File: config.mk
export PLATFORM = sky130hd
export DESIGN_NAME = sabus_master
export DESIGN_NICKNAME = d
export VERILOG_FILES = /design/src/rtl/sabus_pkg.sv /design/src/rtl/sabus_sync.sv /design/src/rtl/sabus_tick.sv /design/src/rtl/sabus_master.sv
export SDC_FILE = /design/constraint.sdc
export NUM_CORES = 1
export LEC_CHECK = 0
export ABC_AREA = 1
export BUFFER_PORTS_ARGS = -buffer_cell sky130_fd_sc_hd__clkbuf_2
export CORE_AREA = 3 3 227 229
export CTS_BUF_LIST = sky130_fd_sc_hd__clkbuf_8
export DETAILED_ROUTE_END_ITERATION = 8
export DIE_AREA = 0 0 230 232
export HOLD_SLACK_MARGIN = 0.03
export SLEW_MARGIN = 20
export SYNTH_ARGS = -nofsm -noshare
export SYNTH_HDL_FRONTEND = slang
export SYNTH_SLANG_ARGS = --single-unit
File: constraint.sdc
create_clock -name clk -period 1.96 [get_ports clk]
set_input_delay 0.196 -clock clk [delete_from_list [all_inputs] [get_ports clk]]
set_output_delay 0.196 -clock clk [all_outputs]
set_load 0.01 [all_outputs]
File: src/rtl/sabus_pkg.sv
package sabus_pkg;
    typedef enum logic [1:0] {
        ST_IDLE   = 2'd0,
        ST_SETUP  = 2'd1,
        ST_STROBE = 2'd2,
        ST_UNWIND = 2'd3
    } sabus_state_t;
endpackage

File: src/rtl/sabus_sync.sv
module sabus_sync #(
    parameter int STAGES = 2
) (
    input  logic clk,
    input  logic rst_n,
    input  logic d_async,
    output logic q_sync
);
    logic [STAGES-1:0] chain;

    generate
        for (genvar i = 0; i < STAGES; i++) begin : g_stage
            if (i == 0) begin : g_first
                always_ff @(posedge clk) begin
                    if (!rst_n) chain[0] <= 1'b1;
                    else        chain[0] <= d_async;
                end
            end else begin : g_next
                always_ff @(posedge clk) begin
                    if (!rst_n) chain[i] <= 1'b1;
                    else        chain[i] <= chain[i-1];
                end
            end
        end
    endgenerate

    assign q_sync = chain[STAGES-1];
endmodule

File: src/rtl/sabus_tick.sv
module sabus_tick #(
    parameter int W = 4
) (
    input  logic         clk,
    input  logic         rst_n,
    input  logic         clr,
    output logic [W-1:0] cnt
);
    localparam logic [W-1:0] TOP = '1;

    always_ff @(posedge clk) begin
        if (!rst_n || clr) cnt <= '0;
        else if (cnt != TOP) cnt <= cnt + 1'b1;
    end
endmodule

File: src/rtl/sabus_master.sv
module sabus_master
    import sabus_pkg::*;
#(
    parameter int ADDR_W      = 32,
    parameter int DATA_W      = 128,
    parameter int SETUP_CYC   = 2,
    parameter int TIMEOUT_CYC = 64,
    parameter int SYNC_STAGES = 2
) (
    input  logic              clk,
    input  logic              rst_n,
    input  logic              bus_clr,
    input  logic              start,
    input  logic              req_rd,
    input  logic [ADDR_W-1:0] req_addr,
    input  logic [DATA_W-1:0] req_wdata,
    output logic              busy,
    output logic              done,
    output logic              err,
    output logic [DATA_W-1:0] rd_data,
    output logic [ADDR_W-1:0] bus_addr,
    output logic              bus_rd,
    output logic [DATA_W-1:0] bus_wdata,
    output logic              bus_drive,
    output logic              strobe_n,
    input  logic              ack_n,
    input  logic [DATA_W-1:0] bus_rdata,
    output logic              release_ok
);
    localparam int CNT_MAX = (SETUP_CYC > TIMEOUT_CYC) ? SETUP_CYC : TIMEOUT_CYC;
    localparam int CW      = $clog2(CNT_MAX + 1) + 1;
    localparam logic [CW-1:0] SETUP_LAST = CW'(SETUP_CYC - 1);
    localparam logic [CW-1:0] TMO_LAST   = CW'(TIMEOUT_CYC - 1);

    sabus_state_t state, state_n;
    logic              ack_hi;
    logic              ack_lo;
    logic [CW-1:0]     cnt;
    logic [ADDR_W-1:0] addr_q;
    logic [DATA_W-1:0] wdata_q;
    logic              rd_q;
    logic              tmo_q;

    sabus_sync #(.STAGES(SYNC_STAGES)) u_ack_sync (
        .clk     (clk),
        .rst_n   (rst_n),
        .d_async (ack_n),
        .q_sync  (ack_hi)
    );
    assign ack_lo = ~ack_hi;

    sabus_tick #(.W(CW)) u_tick (
        .clk   (clk),
        .rst_n (rst_n),
        .clr   (state_n != state),
        .cnt   (cnt)
    );

    // next-state logic
    always_comb begin
        state_n = state;
        unique case (state)
            ST_IDLE:   if (start) state_n = ST_SETUP;
            ST_SETUP:  if (cnt >= SETUP_LAST && ack_hi) state_n = ST_STROBE;
            ST_STROBE: if (ack_lo || cnt >= TMO_LAST) state_n = ST_UNWIND;
            ST_UNWIND: if (ack_hi) state_n = ST_IDLE;
            default:   state_n = ST_IDLE;
        endcase
        if (bus_clr) state_n = ST_IDLE;
    end

    // state register
    always_ff @(posedge clk) begin
        if (!rst_n) state <= ST_IDLE;
        else        state <= state_n;
    end

    // request, capture and completion registers
    always_ff @(posedge clk) begin
        if (!rst_n) begin
            addr_q  <= '0;
            wdata_q <= '0;
            rd_q    <= 1'b0;
            tmo_q   <= 1'b0;
            rd_data <= '0;
            done    <= 1'b0;
            err     <= 1'b0;
        end else begin
            done <= 1'b0;
            err  <= 1'b0;
            if (state == ST_IDLE && start && !bus_clr) begin
                addr_q  <= req_addr;
                wdata_q <= req_wdata;
                rd_q    <= req_rd;
                tmo_q   <= 1'b0;
            end
            if (state == ST_STROBE && !bus_clr) begin
                if (ack_lo) begin
                    if (rd_q) rd_data <= bus_rdata;
                end else if (cnt >= TMO_LAST) begin
                    tmo_q <= 1'b1;
                end
            end
            if (state == ST_UNWIND && ack_hi && !bus_clr) begin
                done <= 1'b1;
                err  <= tmo_q;
            end
        end
    end

    // bus-side outputs, cut off at once by bus_clr
    always_comb begin
        busy       = (state != ST_IDLE);
        strobe_n   = ~((state == ST_STROBE) && !bus_clr);
        bus_addr   = (busy && !bus_clr) ? addr_q : '0;
        bus_rd     = busy && !bus_clr && rd_q;
        bus_drive  = !bus_clr && !rd_q && (state == ST_SETUP || state == ST_STROBE);
        bus_wdata  = bus_drive ? wdata_q : '0;
        release_ok = (state == ST_IDLE) && ack_hi && !bus_clr;
    end


    release_safe_chk: assert property (@(posedge clk) disable iff (!rst_n)
        release_ok |-> (strobe_n && ack_hi));


    addr_hold_chk: assert property (@(posedge clk) disable iff (!rst_n)
        (!strobe_n && $past(!strobe_n)) |-> ($stable(bus_addr) && $stable(bus_rd)));


    no_strobe_on_ack_chk: assert property (@(posedge clk) disable iff (!rst_n)
        $fell(strobe_n) |-> $past(ack_hi));


    clr_idle_chk: assert property (@(posedge clk) disable iff (!rst_n)
        bus_clr |=> (!busy && !done));


    done_pulse_chk: assert property (@(posedge clk) disable iff (!rst_n)
        done |=> !done);


    err_with_done_chk: assert property (@(posedge clk) disable iff (!rst_n)
        err |-> done);
endmodule

---- After elaboration in Yosys (flattened, before gate mapping) ----
Index checks and enable logic that the tools add are counted.
cells by class
  $add $sub $neg .......................... 1
  multiply operators ...................... 0
  div/mod/pow operators ................... 0
  $lt $le $gt $ge ......................... 2
  eq/ne operators ......................... 5
  shifts and indexed selects .............. 0
  muxes and demuxes ....................... 13
  bitwise operators ....................... 2
  reduce and logical (&&, ||, !) cells .... 22
operators with widths
  kind                                                                number
  2-to-1 mux 128 bit                                                  1
  2-to-1 mux 32 bit                                                   1
  logical AND 1 bit                                                   12
  2-to-1 mux 2 bit                                                    5
  adder 8 x 1 -> 8 bit (second input constant)                        1
  greater-or-equal comparator 8 x 1 -> 1 bit (second input constant)  1
  greater-or-equal comparator 8 x 6 -> 1 bit (second input constant)  1
  inequality test 8 bit (second input constant)                       1
  one-hot mux 2 bit (4 select lines)                                  1
  2-to-1 mux 1 bit                                                    5
  == test 2 bit (second input constant)                               2
  zero test 1 bit                                                     3
  logical OR 1 bit                                                    3
  AND reduction 3 bit                                                 1
  == test 2 x 1 -> 1 bit (second input constant)                      1
  zero test 2 bit                                                     1
  inequality test 2 bit                                               1
  inverter 1 bit                                                      2
  AND reduction 2 bit                                                 1
  nonzero test 2 bit                                                  1
word-level totals
  register bits ........................... 304
  bits in latches ......................... 0
  memory bits (writable) .................. 0
  memory bits (read-only) ................. 0
  input port bits ......................... 294
  memories kept ........................... 0

---- Logic depth before layout (Yosys ltp) ----
  depth after elaboration ................. 7
  depth in mapped cells ................... 14
  gate-level depth less buffers ........... 14

---- Cells and area by module ----
Synthesis repeated with hierarchy kept, for this count alone.
unflattened totals
  cells, all modules ...................... 1580
  area, all modules ....................... 11698.7 µm²
modules (own cells, without submodules)
  module        instances  cells an instance  area each (µm²)  seq. area each (µm²)
  sabus_master  1          1508               11218.3          5885.6
  sabus_tick    1          66                 425.4            160.2
  sabus_sync    1          6                  55.1             40.0

---- Worst setup path after synthesis ----
OpenSTA, ideal clock, no wires.
  path type ............................... register -> output
  start point ............................. reg state[0]
  end point ............................... out bus_drive
  arrival ................................. 1.458 ns
  required time ........................... 1.764 ns
  setup slack ............................. 0.306 ns
  cell stages (with the launch flop) ...... 7
  path through ............................ dfxtp_1 > inv_1 > ha_1 > nand3_1 > buf_2 > buf_1 > inv_1
on the way
  cells in the longest elaborated chain, start to end .. 3
  elaborated cells between the ends (all ways) .. 4
  classes of those cells .................. eq/ne (2); reduce/logical (2)
ends and longest elaborated chain
  what                                                            RTL line             text
  start, declared                                                 sabus_master.sv:35   sabus_state_t state, state_n;
  start signal, assigned                                          sabus_master.sv:75   else state <= state_n;
  == test 2 x 1 -> 1 bit / == test 2 bit (equally long branches)  sabus_master.sv:117  bus_drive = !bus_clr && !rd_q && (state == ST_SETUP || state == ST_STROBE);
  logical OR 1 bit *                                              sabus_master.sv:117
  logical AND 1 bit *                                             sabus_master.sv:117
  end, declared                                                   sabus_master.sv:24   output logic bus_drive,
Every way passes the cells marked *; elsewhere a longest branch is shown, timed or not.

---- Final worst setup path ----
  start point ............................. reg state[1]
  end point ............................... out bus_wdata[102]
on the way
  cells in the longest elaborated chain, start to end .. 4
  elaborated cells between the ends (all ways) .. 5
  classes of those cells .................. eq/ne (2); mux (1); reduce/logical (2)
ends and longest elaborated chain
  what                                                            RTL line             text
  == test 2 x 1 -> 1 bit / == test 2 bit (equally long branches)  sabus_master.sv:117
  logical OR 1 bit *                                              sabus_master.sv:117
  logical AND 1 bit *                                             sabus_master.sv:117
  2-to-1 mux 128 bit *                                            sabus_master.sv:118  bus_wdata = bus_drive ? wdata_q : '0;
  end, declared                                                   sabus_master.sv:23   output logic [DATA_W-1:0] bus_wdata,
Marked as above.

==> impl_metrics.tcl <==
set metrics [dict create \
    status "finished with violations" \
    violations "negative setup slack" \
    reg2reg_from "state[0]" \
    finalSetupTns_ns -20.69 \
    ys_warn_count 0 \
    hpwl_mm 29.8 \
    wire_per_inst_um 15.8 \
    layout_min_cycle_time_ns 2.17 \
    cap_violations 0 \
    setup.worst_path.start "state[1]" \
    place.gp.congestion 0.879 \
    pin_count 589 \
    hold_class "in2reg" \
    hold_violations 0 \
    layout-drive-gt1-share_pct 33.9 \
    p_seq_share_pct 44.5 \
    synth_cell_types 23 \
    grt_pass1_wl_mm 73.3 \
    path_clk_slew_ns 0.06 \
    timing.final.ws_setup_ns -0.214 \
    cp-end-kind "output port" \
    cp.arrival_ns 1.98 \
    synthesis.nets 1862 \
    path_class "reg2out" \
    p_sw_uw 3740 \
    detail-route-antenna-nets 0 \
    p_leak_uw 0.00970 \
    drt_iter0_drc 687 \
    die_y_um 232 \
    core_um2 49900 \
    synth.yosys.seq_area_share_pct 52.5 \
    holdWs_ns 0.223 \
    syn-instance-count 1561 \
    wl_mm 50.2 \
    finalSetupViolCount 158 \
    start_util_pct 23.2 \
    grt_pass1_vias 14000 \
    area_growth_pct 79.8 \
    synth-seq-cells 304 \
    cp_max_fo 15 \
    p_int_uw 10800 \
    cts_tree "yes" \
    grt_start_max_net_pins 111 \
    cts_made_buffers 56 \
    combPwrFrac_pct 12.7 \
    viasPerCell 4.46 \
    io_buffers 588 \
    ir_worst_vdd_v 0.000556 \
    power.density_nw_per_um2 700 \
    cts_buffer_depth 3 \
    vias 14100 \
    clock_latency_ns 0.62 \
    die_w_um 230 \
    power_switching_share_pct 25.6 \
    antenna_found_initial 7 \
    rows 82 \
    clock_skew_ns 0.0348 \
    synth_area_um2 11600 \
    worst_pin_slew_ns 0.407 \
    max_freq_mhz 460 \
    num-fill-cells 4688 \
    required_ns 1.76 \
    critPathLaunchType "flip-flop" \
    die_area_um2 53400 \
    htreeDepth 2 \
    cts-root-buf "clkbuf_8" \
    syn_avg_cell_area_um2 7.42 \
    post-route-period-util_pct 111 \
    drv_slew 0 \
    drt_pass1_iterations 5 \
    cts.sinks 304 \
    min-delay-start "bus_clr" \
    slew_headroom_pct 72.6 \
    route.detailed.drc 0 \
    grt_overflow_total 0 \
    nets 2750 \
    grt_usage_pct 17.0 \
    rsz0062_at_grt "yes" \
    p_clk_share_pct 42.8 \
]
==> metrics by stage <==
step | area, um2 | setup WS (ns) | power [uW] | std cells | utilization [%]
floorplan | 11600 | 0.306 | 7190 | 1561 | -
global placement | 15300 | 0.0784 | 7720 | 2743 | 30.6
detailed placement | 15300 | 0.0602 | 7750 | 2743 | 30.6
CTS | 20300 | -0.258 | 14700 | 3157 | 40.7
global route | 20800 | -0.365 | 15200 | 3171 | 41.8
finish | 20800 | -0.214 | 14600 | 3171 | 41.8
==> repair_timing <==
item,in CTS,in global routing
hold endpoints to repair,295,1
pin swaps,0,5
setup endpoints to repair,162,230
gates cloned,7,5
hold buffers,294,1
resized for setup,162,225
buffers inserted,11,6
==> worst paths after layout <==
| path | end | slack [ns] | depth (start not counted) |
|---|---|---|---|
| worst max-delay path | bus_wdata[102] | -0.21 | 7 |
| worst min register to register | u_ack_sync.q_sync | 0.41 | 1 |
| worst max register to register | wdata_q[30] | 0 | 11 |
| worst min-delay path | wdata_q[34] | 0.22 | 5 |
==> final cells by class <==
class	instances	area (um2)	area share [%]
tap	672	841	4.04
antenna	6	15.0	0.0721
clock inverter	28	153	0.733
inverter	187	722	3.47
timing repair buffer	942	7160	34.4
sequential	304	6090	29.2
multi-input combinational	958	4830	23.2
clock buffer	74	1020	4.89
==> registers in the layout, indices dropped and copies added (netlist names), 2 cells and up <==
name / flops
wdata_q: 128
addr_q: 32
u_tick.cnt: 8
state: 2
rd_data: 128
==> placed cells by master, fill, tap and decap left out, types with 2 or more instances in the layout <==
cell           instances
nand2_2                2
buf_6                 47
a21oi_1              165
buf_4                 23
o21ai_0              258
clkbuf_16              4
clkinv_2               4
clkbuf_8              76
nor2_4                48
nand3_1                9
nor2_1               347
o21ai_1               37
clkinvlp_4             3
inv_2                  2
nand2_1               26
nor2_2                47
dlygate4sd3_1        294
ha_4                   2
ha_1                   5
dfxtp_1              302
diode_2                6
inv_4                  3
buf_16                 8
or2_2                  2
inv_1                199
buf_2                 84
xor2_1                 4
clkbuf_2             454
buf_12                16
buf_8                 10
==> kinds of logic after synthesis <==
family / count (synthesis) / share of synthesized area, %
simple gates: 486 / 16.1
compound gates: 461 / 19.9
flops: 304 / 52.5
buf+inv: 299 / 10.3
fa+ha+maj: 7 / 0.756
xor+xnor: 4 / 0.302
==> cell usage after synthesis <==
library cell | number | share of area (%)
nor3b_1 | 1 | 0.065
nand2_2 | 3 | 0.16
nor3_4 | 1 | 0.14
ha_1 | 7 | 0.76
or2_2 | 2 | 0.11
clkbuf_8 | 1 | 0.12
dfxtp_1 | 304 | 53
clkbuf_1 | 60 | 1.9
nand3_1 | 10 | 0.43
buf_4 | 2 | 0.13
o21ai_1 | 37 | 1.6
a21oi_1 | 165 | 7.1
clkbuf_2 | 2 | 0.086
nor2_1 | 441 | 14
inv_1 | 183 | 5.9
o21ai_0 | 258 | 11
o31ai_1 | 1 | 0.065
buf_2 | 45 | 1.9
nand2_1 | 27 | 0.87
buf_1 | 2 | 0.065
inv_2 | 4 | 0.13
xor2_1 | 4 | 0.30
nor2_2 | 1 | 0.054
==> worst max-delay path, stage by stage, from the launching register on <==
cell	delay, ns
dfxtp_4	0.36
inv_4	0.05
ha_4	0.27
nand3_4	0.09
buf_12	0.18
buf_16	0.18
nor2_2	0.10
buf_2	0.15
==> power by group through the flow <==
stage	clock network (uW)	registers, uW	logic, uW
floorplan	0	6610	584
global placement	0	6610	1110
detailed placement	0	6620	1130
CTS	6430	6480	1770
global route	6720	6510	2010
finish	6240	6490	1850
==> routing by layer <==
metal,track usage (%),vias up,wire [um]
met4,8.81,2,2280
met2,29.4,705,24600
met3,5.31,162,4080
met1,18.8,6530,19300
met5,0,-,13
li1,-,6730,-
Note: power is estimated with default switching activity, not from simulation.
